## src/rtl/tfco_pkg.sv

```systemverilog
package tfco_pkg;
  localparam int REG_W    = 4;
  localparam int BIT_SWAP = 0;
  localparam int BIT_EDGE = 1;
  localparam int BIT_RUN  = 2;
  localparam int BIT_MODE = 3;

  typedef struct packed {
    logic cntClear;
    logic cntInc;
    logic ctl0Set;
    logic ctl0Clr;
    logic ctl1Tog;
  } tfcoStrobes_t;
endpackage

```

## src/rtl/tfco_ctrl.sv

```systemverilog
module tfco_ctrl
  import tfco_pkg::*;
#(
  parameter int CNT_W = 10
) (
  input  logic                clk,
  input  logic                rstN,
  input  logic                regWrEn,
  input  logic [31:0]         regWrData,
  input  logic                linePulse,
  input  logic [CNT_W-1:0]    cnt,
  input  logic [CNT_W-1:0]    cfgCtl0On,
  input  logic [CNT_W-1:0]    cfgCtl0Off,
  input  logic [CNT_W-1:0]    cfgCtl1Set,
  input  logic [CNT_W-1:0]    cfgCtl1Clr,
  output logic [REG_W-1:0]    regQ,
  output tfcoStrobes_t        strobes
);
  localparam logic [CNT_W-1:0] CNT_MAX = {CNT_W{1'b1}};

  logic run;
  logic progMode;
  logic active;
  logic atMax;

  always_ff @(posedge clk or negedge rstN) begin
    if (!rstN) regQ <= '0;
    else if (regWrEn) regQ <= regWrData[REG_W-1:0];
  end

  assign run      = regQ[BIT_RUN];
  assign progMode = regQ[BIT_MODE];
  assign atMax    = (cnt == CNT_MAX);
  assign active   = run && !linePulse && !atMax;

  always_comb begin
    strobes          = '0;
    strobes.cntClear = !run || linePulse;
    strobes.cntInc   = active;
    strobes.ctl0Set  = active && (cnt == cfgCtl0On);
    strobes.ctl0Clr  = active && (cnt == cfgCtl0Off);
    if (progMode)
      strobes.ctl1Tog = active && ((cnt == cfgCtl1Set) || (cnt == cfgCtl1Clr));
    else
      strobes.ctl1Tog = linePulse;
  end


  cnt_stopped_zero_chk: assert property (@(posedge clk) disable iff (!rstN)
    !run |=> (cnt == '0));


  cnt_restart_chk: assert property (@(posedge clk) disable iff (!rstN)
    (run && linePulse) |=> (cnt == '0));


  cnt_step_chk: assert property (@(posedge clk) disable iff (!rstN)
    (run && !linePulse && !atMax) |=> (cnt == $past(cnt) + 1'b1));


  cnt_sat_hold_chk: assert property (@(posedge clk) disable iff (!rstN)
    (run && !linePulse && atMax) |=> (cnt == CNT_MAX));
endmodule

```

## src/rtl/tfco_datapath.sv

```systemverilog
module tfco_datapath
  import tfco_pkg::*;
#(
  parameter int CNT_W = 10
) (
  input  logic             clk,
  input  logic             rstN,
  input  tfcoStrobes_t     strobes,
  output logic [CNT_W-1:0] cnt,
  output logic             ctl0Int,
  output logic             ctl1Int
);
  always_ff @(posedge clk or negedge rstN) begin
    if (!rstN)                cnt <= '0;
    else if (strobes.cntClear) cnt <= '0;
    else if (strobes.cntInc)   cnt <= cnt + 1'b1;
  end

  always_ff @(posedge clk or negedge rstN) begin
    if (!rstN)                ctl0Int <= 1'b0;
    else if (strobes.ctl0Clr) ctl0Int <= 1'b0;
    else if (strobes.ctl0Set) ctl0Int <= 1'b1;
  end

  always_ff @(posedge clk or negedge rstN) begin
    if (!rstN)                ctl1Int <= 1'b0;
    else if (strobes.ctl1Tog) ctl1Int <= ~ctl1Int;
  end


  ctl0_clear_wins_chk: assert property (@(posedge clk) disable iff (!rstN)
    (strobes.ctl0Set && strobes.ctl0Clr) |=> !ctl0Int);
endmodule

```

## src/rtl/tfco_top.sv

```systemverilog
module tfco_top
  import tfco_pkg::*;
#(
  parameter int CNT_W = 10
) (
  input  logic             clk,
  input  logic             rstN,
  input  logic             regWrEn,
  input  logic [31:0]      regWrData,
  output logic [31:0]      regRdData,
  input  logic             linePulse,
  input  logic             pixClk,
  input  logic [CNT_W-1:0] cfgCtl0On,
  input  logic [CNT_W-1:0] cfgCtl0Off,
  input  logic [CNT_W-1:0] cfgCtl1Set,
  input  logic [CNT_W-1:0] cfgCtl1Clr,
  output logic             ctl0Pin,
  output logic             ctl1Pin,
  output logic             shiftClk
);
  logic [REG_W-1:0] regQ;
  tfcoStrobes_t     strobes;
  logic [CNT_W-1:0] cnt;
  logic             ctl0Int;
  logic             ctl1Int;

  tfco_ctrl #(.CNT_W(CNT_W)) u_ctrl (
    .clk(clk), .rstN(rstN), .regWrEn(regWrEn), .regWrData(regWrData),
    .linePulse(linePulse), .cnt(cnt),
    .cfgCtl0On(cfgCtl0On), .cfgCtl0Off(cfgCtl0Off),
    .cfgCtl1Set(cfgCtl1Set), .cfgCtl1Clr(cfgCtl1Clr),
    .regQ(regQ), .strobes(strobes)
  );

  tfco_datapath #(.CNT_W(CNT_W)) u_dp (
    .clk(clk), .rstN(rstN), .strobes(strobes),
    .cnt(cnt), .ctl0Int(ctl0Int), .ctl1Int(ctl1Int)
  );

  assign regRdData = {{(32-REG_W){1'b0}}, regQ};
  assign ctl0Pin   = regQ[BIT_SWAP] ? ctl1Int : ctl0Int;
  assign ctl1Pin   = regQ[BIT_SWAP] ? ctl0Int : ctl1Int;
  assign shiftClk  = pixClk ^ regQ[BIT_EDGE];


  stopped_hold_ctl0_chk: assert property (@(posedge clk) disable iff (!rstN)
    !regQ[BIT_RUN] |=> $stable(ctl0Int));


  stopped_hold_ctl1_chk: assert property (@(posedge clk) disable iff (!rstN)
    (!regQ[BIT_RUN] && regQ[BIT_MODE]) |=> $stable(ctl1Int));


  line_toggle_chk: assert property (@(posedge clk) disable iff (!rstN)
    (!regQ[BIT_MODE] && linePulse) |=> (ctl1Int != $past(ctl1Int)));


  prog_ignores_line_chk: assert property (@(posedge clk) disable iff (!rstN)
    (regQ[BIT_MODE] && linePulse) |=> $stable(ctl1Int));
endmodule

```

## config.mk

```make
export PLATFORM = sky130hd
export DESIGN_NAME = tfco_top
export DESIGN_NICKNAME = d
export VERILOG_FILES = /design/src/rtl/tfco_pkg.sv /design/src/rtl/tfco_ctrl.sv /design/src/rtl/tfco_datapath.sv /design/src/rtl/tfco_top.sv
export SDC_FILE = /design/constraint.sdc
export NUM_CORES = 1
export LEC_CHECK = 0
export ABC_AREA = 1
export BUFFER_PORTS_ARGS = -buffer_cell sky130_fd_sc_hd__clkbuf_2
export CELL_PAD_IN_SITES_DETAIL_PLACEMENT = 0
export CELL_PAD_IN_SITES_GLOBAL_PLACEMENT = 1
export CORE_ASPECT_RATIO = 0.7
export CORE_UTILIZATION = 27
export CTS_CLUSTER_SIZE = 10
export DETAILED_ROUTE_END_ITERATION = 12
export PLACE_DENSITY_LB_ADDON = 0.12
export SLEW_MARGIN = 20
export SYNTH_ARGS = -nofsm -noshare
export SYNTH_HDL_FRONTEND = slang
export SYNTH_HIERARCHICAL = 1
export SYNTH_SLANG_ARGS = --single-unit
```

## constraint.sdc

```tcl
create_clock -name clk -period 2.3 [get_ports clk]
set_input_delay 0.115 -clock clk [delete_from_list [all_inputs] [get_ports clk]]
set_output_delay 0.115 -clock clk [all_outputs]
set_load 0.02 [all_outputs]
```

==> impl_results.md, run 1 <==
- Status: complete, no violations
- Largest net degree at the start of global routing: 17
- Sequential area share after synthesis: 23.5%
- Avg Cell Area, Syn: roughly 6.3 um2
- Gr usage total: around 14%
- N_diodes: 0
- Residual DRC: 0
- Fmax: 0.569 GHz
- DP HPWL: 3.78 mm
- Pwr dens: just under 400 nW/um2
- Total CTS buffers: 3
- CTS tree: done
- Final Hold Viols: 0
- Row cnt: 23
- Dpl ws: 0.542 ns
- ANT nets after route: 0
- Peak supply drop: between 0.00015 and 0.0002 V
- Die ar.: 6630 um2
- Combinational Power Share: 29.5%
- YS warnings: 6
- # setup viols final: 0
- Layout fillers: slightly below 700
- FF+latch count, synth: 16
- Vias: 1627
- Routed WL per cell: 11.0 um
- Worst Setup End Kind: register
- Top Ports: 112
- Synth area leaders: dfrtp_1 (24%), nand2_1 (18%), buf_4 (13%)
- Hold Slack: 0.0705 ns
- Nature of the critical path startpoint: register
- Slack of the worst reg-to-reg path: about 0.54 ns
- WS Path Type: register to register
- Die Wd: 96.9 um
- Worst hold start: regWrData[3]
- Clock Skew: 0.00200 ns
- DRT Pass-1 Iters: 4
- Setup TNS: 0 ns
- Cell variety after synth: 28
- Hold path depth: 3
- FF-to-FF path depth: 10
- Largest area contributor in the netlist: dfrtp_1
- Most common cell after layout, fill and taps aside: nand2_1
- PostCTS Resize Cnt: 0
- Net Sw Frac: 33.4%
- Crit path DAT: 1.94 ns
- Final core occ: 34.8%
- CP max FO: 8
- Pins Over Slew Limit: 0
- Critical-path cell list: nand2_1, nor2_1, nand4_1, nand2_2, inv_1, nor2_4, inv_1, nand2_1, o21ai_1, a21oi_1
- Port bufs: 55
- Final worst slack: between 0.5 and 0.6 ns
- Seq pwr share: 39.1%
- Final Critical Period: 1.76 ns
- Hold_buf cts: 1
- Worst EP required: ~2.5 ns
- Area Overhead vs Synth: 20.6%
- Leak pwr: 1.10 nW
- Nets: between 400 and 500
- WL final: 4.45 mm
- Clock H-tree levels: 1
- Most frequent cells in the layout: nand2_1 (81), clkbuf_2 (55), inv_1 (34)
- Synth top area share: between 20% and 30%
- Antenna violations before repair: 0
- CP max stage cell: dfrtp_1
- CTS clock-pin slew for the worst setup and hold paths: about 0.07 ns
- Cells after synthesis: 268
- Number of global-route vias before repair: 1487
- Die Y: 68.4 um
- Vias per std cell: 4.02
- Final Total Pwr: 806 uW
- Crit path from: u_dp/cnt[2]
- CTS max path bufs: 2
- Hold Path Class: input port to register
- GR Overflow Total: 0
- Initial Util: 28.8%
- RR Startpoint: u_dp/cnt[2]
- First-pass GRT wire length: between 7 and 8 mm
- Iteration-0 DRC count of the detailed router: 37
- RSZ-0062 raised after global routing: no
- Mapped cell area: around 1700 um2
- Critical Path Max Stage Delay: about 0.52 ns
- Net Sw Power: between 200 and 300 uW
- Sink Count: 16
- Core ar.: 5900 um2
- Gpl congestion: 0.760
- Later-pin clock latency in the skew report: 0.25 ns
- Final Cycle Share: 76.4%
- Clock root cell: clkbuf_8
- Hold Path End: u_ctrl/regQ[3]
- Share of layout cells above drive strength 1: 24.8%
- Max-Cap Viols: 0
- Int Pwr: 537 uW
- Post-CTS Setup Repair Bufs: 0
- Clock power frac: 31.4%
- Reg2reg end: u_dp/cnt[3]
==> cells in the mapped netlist <==
| master | number |
|---|---|
| inv_2 | 5 |
| a21oi_1 | 4 |
| buf_4 | 30 |
| nor2_4 | 3 |
| buf_2 | 1 |
| conb_1 | 1 |
| nor2_1 | 28 |
| o21ai_1 | 1 |
| mux2_2 | 2 |
| nand2_1 | 81 |
| nand4_1 | 6 |
| nor3_1 | 4 |
| nor3_2 | 1 |
| or2_0 | 2 |
| nor3b_1 | 1 |
| xnor2_1 | 14 |
| nor2_2 | 1 |
| a22o_1 | 1 |
| o22ai_1 | 2 |
| nand3_2 | 1 |
| nand3_1 | 8 |
| inv_1 | 34 |
| dfrtp_1 | 16 |
| xor2_1 | 4 |
| ha_1 | 1 |
| nor3_4 | 1 |
| o21ai_0 | 12 |
| nand2_2 | 3 |
==> cell families (layout without fill, tap and decap cells) <==
group / after synthesis / after routing / synth area share, %
AOI/OAI and AO/OA: 20 / 20 / 6.25
DFF: 16 / 16 / 23.5
muxes: 2 / 2 / 1.32
and+or+nand+nor: 140 / 140 / 36.5
buffers and inverters: 70 / 105 / 22.1
other: 1 / 28 / 0.220
adders and majority gates: 1 / 1 / 0.735
xor gates and xnor gates: 18 / 18 / 9.26
==> sequential cells by signal, summed over array words and instances (netlist names) <==
signal        flops
u_dp/ctl0Int      1
u_dp/ctl1Int      1
u_ctrl/regQ       4
u_dp/cnt         10
==> layout make-up <==
class                   count  area, um2  share of cell area, %
well taps                  75       93.8                   4.57
clock buffers               4       55.1                   2.68
flip-flops and latches     16        400                   19.5
repair buffers             62        330                   16.1
multi-input cells         209       1030                   50.0
inverters                  39        146                   7.13
==> worst max-delay path, delay by kind of cell, from the launching register on <==
kind / cells / cell delay, ns
AND/OR/NAND/NOR: 6 / 0.76
flip-flops: 1 / 0.52
AO/OA/AOI/OAI: 2 / 0.18
buffers and inverters: 2 / 0.24
==> how the worst max path moves through the flow <==
stage	to	slack, ns	cells past startpoint
global placement	u_dp/cnt[3]	0.54	10
finish	u_dp/cnt[3]	0.54	10
global route	u_dp/cnt[3]	0.30	10
floorplan	u_dp/cnt[3]	0.64	12
CTS	u_dp/cnt[3]	0.53	10
detailed placement	u_dp/cnt[3]	0.54	10
==> per-layer routing <==
layer,up-vias,part of all wire [%],global-route usage [%]
met5,-,0,0
met4,0,0.97,3.92
li1,890,-,-
met1,686,55,20.8
met3,5,5.3,3.37
met2,46,38,21.7
==> power groups by stage <==
stage	sequential (mW)	combinational, mW	clock, mW
final	0.315	0.238	0.253
after global routing	0.318	0.272	0.282
after CTS	0.315	0.241	0.261
after detailed placement	0.320	0.238	0
after global placement	0.320	0.240	0
after floorplan	0.324	0.181	0
==> metrics by stage <==
step                      std cells  area (um2)
after floorplan                 295        1800
after global placement          400        1990
after detailed placement        400        1990
after CTS                       405        2050
after global routing            405        2050
final                           405        2050
Note: power is estimated with default switching activity, not from simulation.
==> inputs of run 2 (changes only) <==
CORE_UTILIZATION = 25   (was 27)
clock period = 1.5 ns   (was 2.3 ns; I/O delays follow)
==> run 2 against run 1 <==
Critical path depth decreased by 1. Clock skew about the same. Final cell count increased by 7.2%. Worst setup slack got worse by 0.46 ns.
==> impl_results.md, run 2 (synthesis gave the netlist of run 1 again) <==
- Status: complete, no violations
- Top Registers: u_dp/cnt: 10 flops, u_ctrl/regQ: 4 flops
- Peak supply drop: 0.000307 V
- DP HPWL: 3.86 mm
- Final Cycle Share: 94.1%
- Clock H-tree levels: 1
- DRT Pass-1 Iters: 4
- Max reg flops: 10
- Number of global-route vias before repair: around 1500
- Setup TNS: 0 ns
- Residual DRC: 0
- CTS max path bufs: 2
- Gr usage total: 12.8%
- Initial Util: 26.6%
- Post-Layout Cell Count: 434
- Share of layout cells above drive strength 1: 31.5%
- WS Path Type: register to register
- Gpl congestion: 0.725
- Row cnt: 24
- Core ar.: between 6000 and 7000 um2
- Critical Path Max Stage Delay: 0.37 ns
- Leak pwr: 1.18 nW
- Nature of the critical path startpoint: register
- First-pass GRT wire length: about 7 mm
- Largest Register: u_dp/cnt
- RSZ-0062 raised after global routing: yes
- Max-Cap Viols: 0
- # setup viols final: 0
- Vias per std cell: 3.86
- Most common cell after layout, fill and taps aside: nand2_1
- Die Wd: 101 um
- Critical-path cell list: inv_2, nor3_2, nand4_1, nand2_2, inv_2, nor2_4, nor2_1, a21oi_1, nor2_1
- Later-pin clock latency in the skew report: 0.25 ns
- Final Total Pwr: 1.25 mW
- Worst Path Buf+Inv: 2
- Die ar.: 7150 um2
- Largest net degree at the start of global routing: 17
- Sink Count: 16
- Crit path DAT: 1.55 ns
- CTS tree: done
- ANT nets after route: 0
- Pins Over Slew Limit: 0
- Hold Slack: 0.0315 ns
- Worst Setup End Kind: register
- Crit-path leading delay family: simple AND/OR/NAND/NOR gates
- Most frequent cells in the layout: nand2_1 (80), clkbuf_2 (55), inv_1 (30)
- Nets: 422
- Worst EP required: 1.64 ns
- Vias: 1677
- CP max FO: 5
- Pwr dens: about 570 nW/um2
- Routed WL per cell: 10.4 um
- Iteration-0 DRC count of the detailed router: 57
- WL final: 4.52 mm
- Hold Path Class: input port to register
- N_diodes: 0
- Die Y: about 71 um
- Port bufs: 55
- Fmax: 0.708 GHz
- Placed cell count: 427
- CTS clock-pin slew for the worst setup and hold paths: roughly 0.07 ns
- Clock root cell: clkbuf_8
- Final core occ: 34.6%
- Clock Skew: 0.00185 ns
- Layout fillers: 714
- Total CTS buffers: 3
- Area Overhead vs Synth: 30.0%
- Final Critical Period: 1.41 ns
- CP max stage cell: dfrtp_1
- Top Ports: 112
- Antenna violations before repair: 0
- Final Hold Viols: 0
- GR Overflow Total: 0
## run 2: path summary, 6_finish.rpt
path,startpoint,to,slack (ns),depth (start not counted)
setup / recovery,u_dp/cnt[6],u_dp/cnt[8],0.09,9
hold / removal,regWrData[3],u_ctrl/regQ[3],0.03,3
setup reg to reg,u_dp/cnt[6],u_dp/cnt[8],0.09,9
hold reg to reg,u_dp/ctl1Int,u_dp/ctl1Int,0.51,1
max in group asynchronous,rstN,u_dp/cnt[0],0.87,2
min in group asynchronous,rstN,u_dp/cnt[1],0.30,2
## run 2: timing repair
action | 4_1_cts | 5_1_grt
setup buffers | 0 | 2
endpoints found under the setup margin | 0 | 11
gates resized for setup | 0 | 12
hold endpoints to repair | 16 | 0
hold buffers | 1 | 0
## run 2: area by class of cell
type | count | area (um2) | area share [%]
Tap cell | 91 | 114 | 5.15
Clock buffer | 4 | 55.1 | 2.49
Inverter | 39 | 151 | 6.84
Timing Repair Buffer | 75 | 432 | 19.5
Multi-Input combinational cell | 209 | 1060 | 47.9
Sequential cell | 16 | 402 | 18.2
## run 2: power by group
part	internal [mW]	switching [mW]
Clock	0.233	0.157
Sequential	0.457	0.0257
Combinational	0.141	0.237
Total	0.831	0.419
## run 2: worst register-to-register path: cells and delay by family, from the launching register on
family                 cells  cell delay [ns]
buffers and inverters      2             0.10
and+or+nand+nor            6             0.68
AOI/OAI and AO/OA          1             0.15
DFF                        1             0.37
## run 2: layer usage
layer / global-route usage (%) / vias to the layer above / share of wire (%)
met3: 2.57 / 2 / 6.1
met4: 1.45 / 0 / 0.29
met2: 19.5 / 50 / 40
met5: 0 / - / 0
met1: 19.2 / 712 / 54
li1: - / 913 / -
## run 2: per-stage QoR
step           cell area [um2]  setup slack, ns
2_1_floorplan             1820          -0.0899
3_3_place_gp              2100           0.0397
3_5_place_dp              2100           0.0324
4_1_cts                   2160           0.0152
5_1_grt                   2210          -0.0339
6_report                  2210           0.0881
==> inputs of run 3 (changes only) <==
BUFFER_PORTS_ARGS = default   (was -buffer_cell sky130_fd_sc_hd__clkbuf_2)
CORE_UTILIZATION = 37   (was 25)
DONT_BUFFER_PORTS = 1   (was default)
==> run 3 against run 2 <==
Clock power is essentially flat. Global-route usage grew 5.1 points. Non-clock buffer count shrank 49. Final area shrank 11%. Highest routed layer unchanged. Clock skew is essentially flat. Via count shrank 9.3%. Clock-buffer cell count is the same. Register-to-register slack lost 0.04 ns. Largest cell class unchanged. Critical path depth grew 2. Final cell count shrank 20%.
==> impl_results.md, run 3 (synthesis gave the netlist of run 1 again) <==
- Worst Setup End Kind: register
- Pwr dens: 596 nW/um2
- Antenna violations before repair: 0
- # setup viols final: 0
- DP HPWL: 3.22 mm
- GR Overflow Total: 0
- Max-Cap Viols: 0
- WL final: 4.11 mm
- RSZ-0062 raised after global routing: yes
- CP max FO: 5
- Die Wd: 83.1 um
- Leak pwr: just under 1 nW
- Worst hold start: linePulse
- WS Path Type: register to register
- Fmax: 0.687 GHz
- Slack of the worst reg-to-reg path: between 0.04 and 0.05 ns
- Final Cycle Share: 97.0%
- Residual DRC: 0
- Status: complete, no violations
- Row cnt: 20
- N_diodes: 0
- CTS max path bufs: 2
- Gr usage total: approximately 18%
- Vias: 1521
- Post-Layout Cell Count: 349
- Most frequent cells in the layout: nand2_1 (77), inv_1 (30), conb_1 (28)
- Clock root cell: clkbuf_8
- Port bufs: 0
- Clock Skew: 0.00204 ns
- Worst Max-Slew Pin Slew: 0.795 ns
- FF-to-FF path depth: 11
- Initial Util: 38.9%
- Routed WL per cell: 11.8 um
- Sink Count: 16
- Total CTS buffers: 3
- Placed cell count: about 340
- Crit path DAT: 1.61 ns
- Share of layout cells above drive strength 1: 19.0%
- Final Total Pwr: 1.17 mW
- Iteration-0 DRC count of the detailed router: 55
- Nets: roughly 370
- Hold path depth: 3
- Final Hold Viols: 0
- Top Registers: u_dp/cnt: 10 flops, u_ctrl/regQ: 4 flops
- Gpl congestion: 0.764
- Hold Path End: u_dp/ctl1Int
- Vias per std cell: 4.36
- CTS clock-pin slew for the worst setup and hold paths: 0.07 ns
- DRT Pass-1 Iters: 4
- CTS tree: done
- Top Ports: 112
- Max-slew headroom: 46.8%
- Most common cell after layout, fill and taps aside: nand2_1
- Final Critical Period: 1.46 ns
- Die ar.: 4880 um2
- Largest net degree at the start of global routing: 17
- Final worst slack: 0.0449 ns
- Dpl ws: 0.00639 ns
- Pins Over Slew Limit: 0
- Largest Register: u_dp/cnt
- First-pass GRT wire length: 6.60 mm
- Clock H-tree levels: 1
- Core ar.: 4380 um2
- Area Overhead vs Synth: 15.7%
- Max reg flops: 10
- Later-pin clock latency in the skew report: roughly 0.26 ns
- Worst EP required: 1.65 ns
- Reg2reg end: u_dp/cnt[9]
- Peak supply drop: 0.000290 V
- Die Y: 58.7 um
- ANT nets after route: 0
- Nature of the critical path startpoint: register
- Final core occ: 45.0%
- RR Startpoint: u_dp/cnt[5]
- Hold Path Class: input port to register
- Number of global-route vias before repair: roughly 1300
## run 3: timing repair
item                                    in CTS  in global routing
resized for setup                            0                 18
hold buffers                                 6                  0
endpoints found under the hold margin       20                  0
endpoints found under the setup margin       1                  8
pin swaps                                    0                 11
setup buffers                                1                  3
## run 3: layout make-up
class,count,area (um2)
clock buffer,4,55.1
inverter,39,154
tap,55,68.8
multi-input combinational,209,1060
timing repair buffer,26,226
sequential,16,402
fill,461,2410
## run 3: worst max path at each step
| stage | start | slack (ns) | cells after the start | end |
|---|---|---|---|---|
| final | u_dp/cnt[5] | 0.04 | 11 | u_dp/cnt[9] |
| after global routing | u_dp/cnt[4] | -0.06 | 11 | u_dp/cnt[7] |
| after CTS | u_dp/cnt[4] | 0.004 | 10 | u_dp/cnt[3] |
| after detailed placement | u_dp/cnt[3] | 0.006 | 10 | u_dp/cnt[3] |
| after global placement | u_dp/cnt[3] | 0.002 | 10 | u_dp/cnt[3] |
| after floorplan | u_dp/cnt[5] | -0.09 | 12 | u_dp/cnt[3] |
## run 3: critical path: stages, from the launching register on
cell	delay (ns)
dfrtp_1	0.41
nand2_1	0.07
nor2_1	0.11
nand4_1	0.12
nand2_2	0.10
inv_2	0.05
nor2_4	0.19
nor2_4	0.07
nand3_2	0.08
nand2_2	0.05
nand2_2	0.04
nor2_1	0.04
## run 3: power by group
part | internal [mW] | switching (mW) | leakage, nW
Sequential | 0.457 | 0.0362 | 0.211
Combinational | 0.0944 | 0.193 | 0.736
Clock | 0.233 | 0.160 | 0.0288
Total | 0.785 | 0.388 | 0.976
## run 3: per-layer routing
| layer | global-route usage, % | wire (um) | vias to the layer above |
|---|---|---|---|
| met1 | 25.6 | 2000 | 645 |
| met4 | 6.65 | 48 | 0 |
| li1 | - | - | 817 |
| met3 | 4.21 | 336 | 4 |
| met5 | 0 | 0 | - |
| met2 | 26.2 | 1730 | 55 |
## run 3: metrics by stage
step                area [um2]  setup TNS [ns]  hold WS, ns
global route              1970          -0.291       0.0329
detailed placement        1780               0       -0.220
global placement          1780               0       -0.220
floorplan                 1820          -0.601       -0.221
finish                    1970               0       0.0107
CTS                       1900               0      0.00776
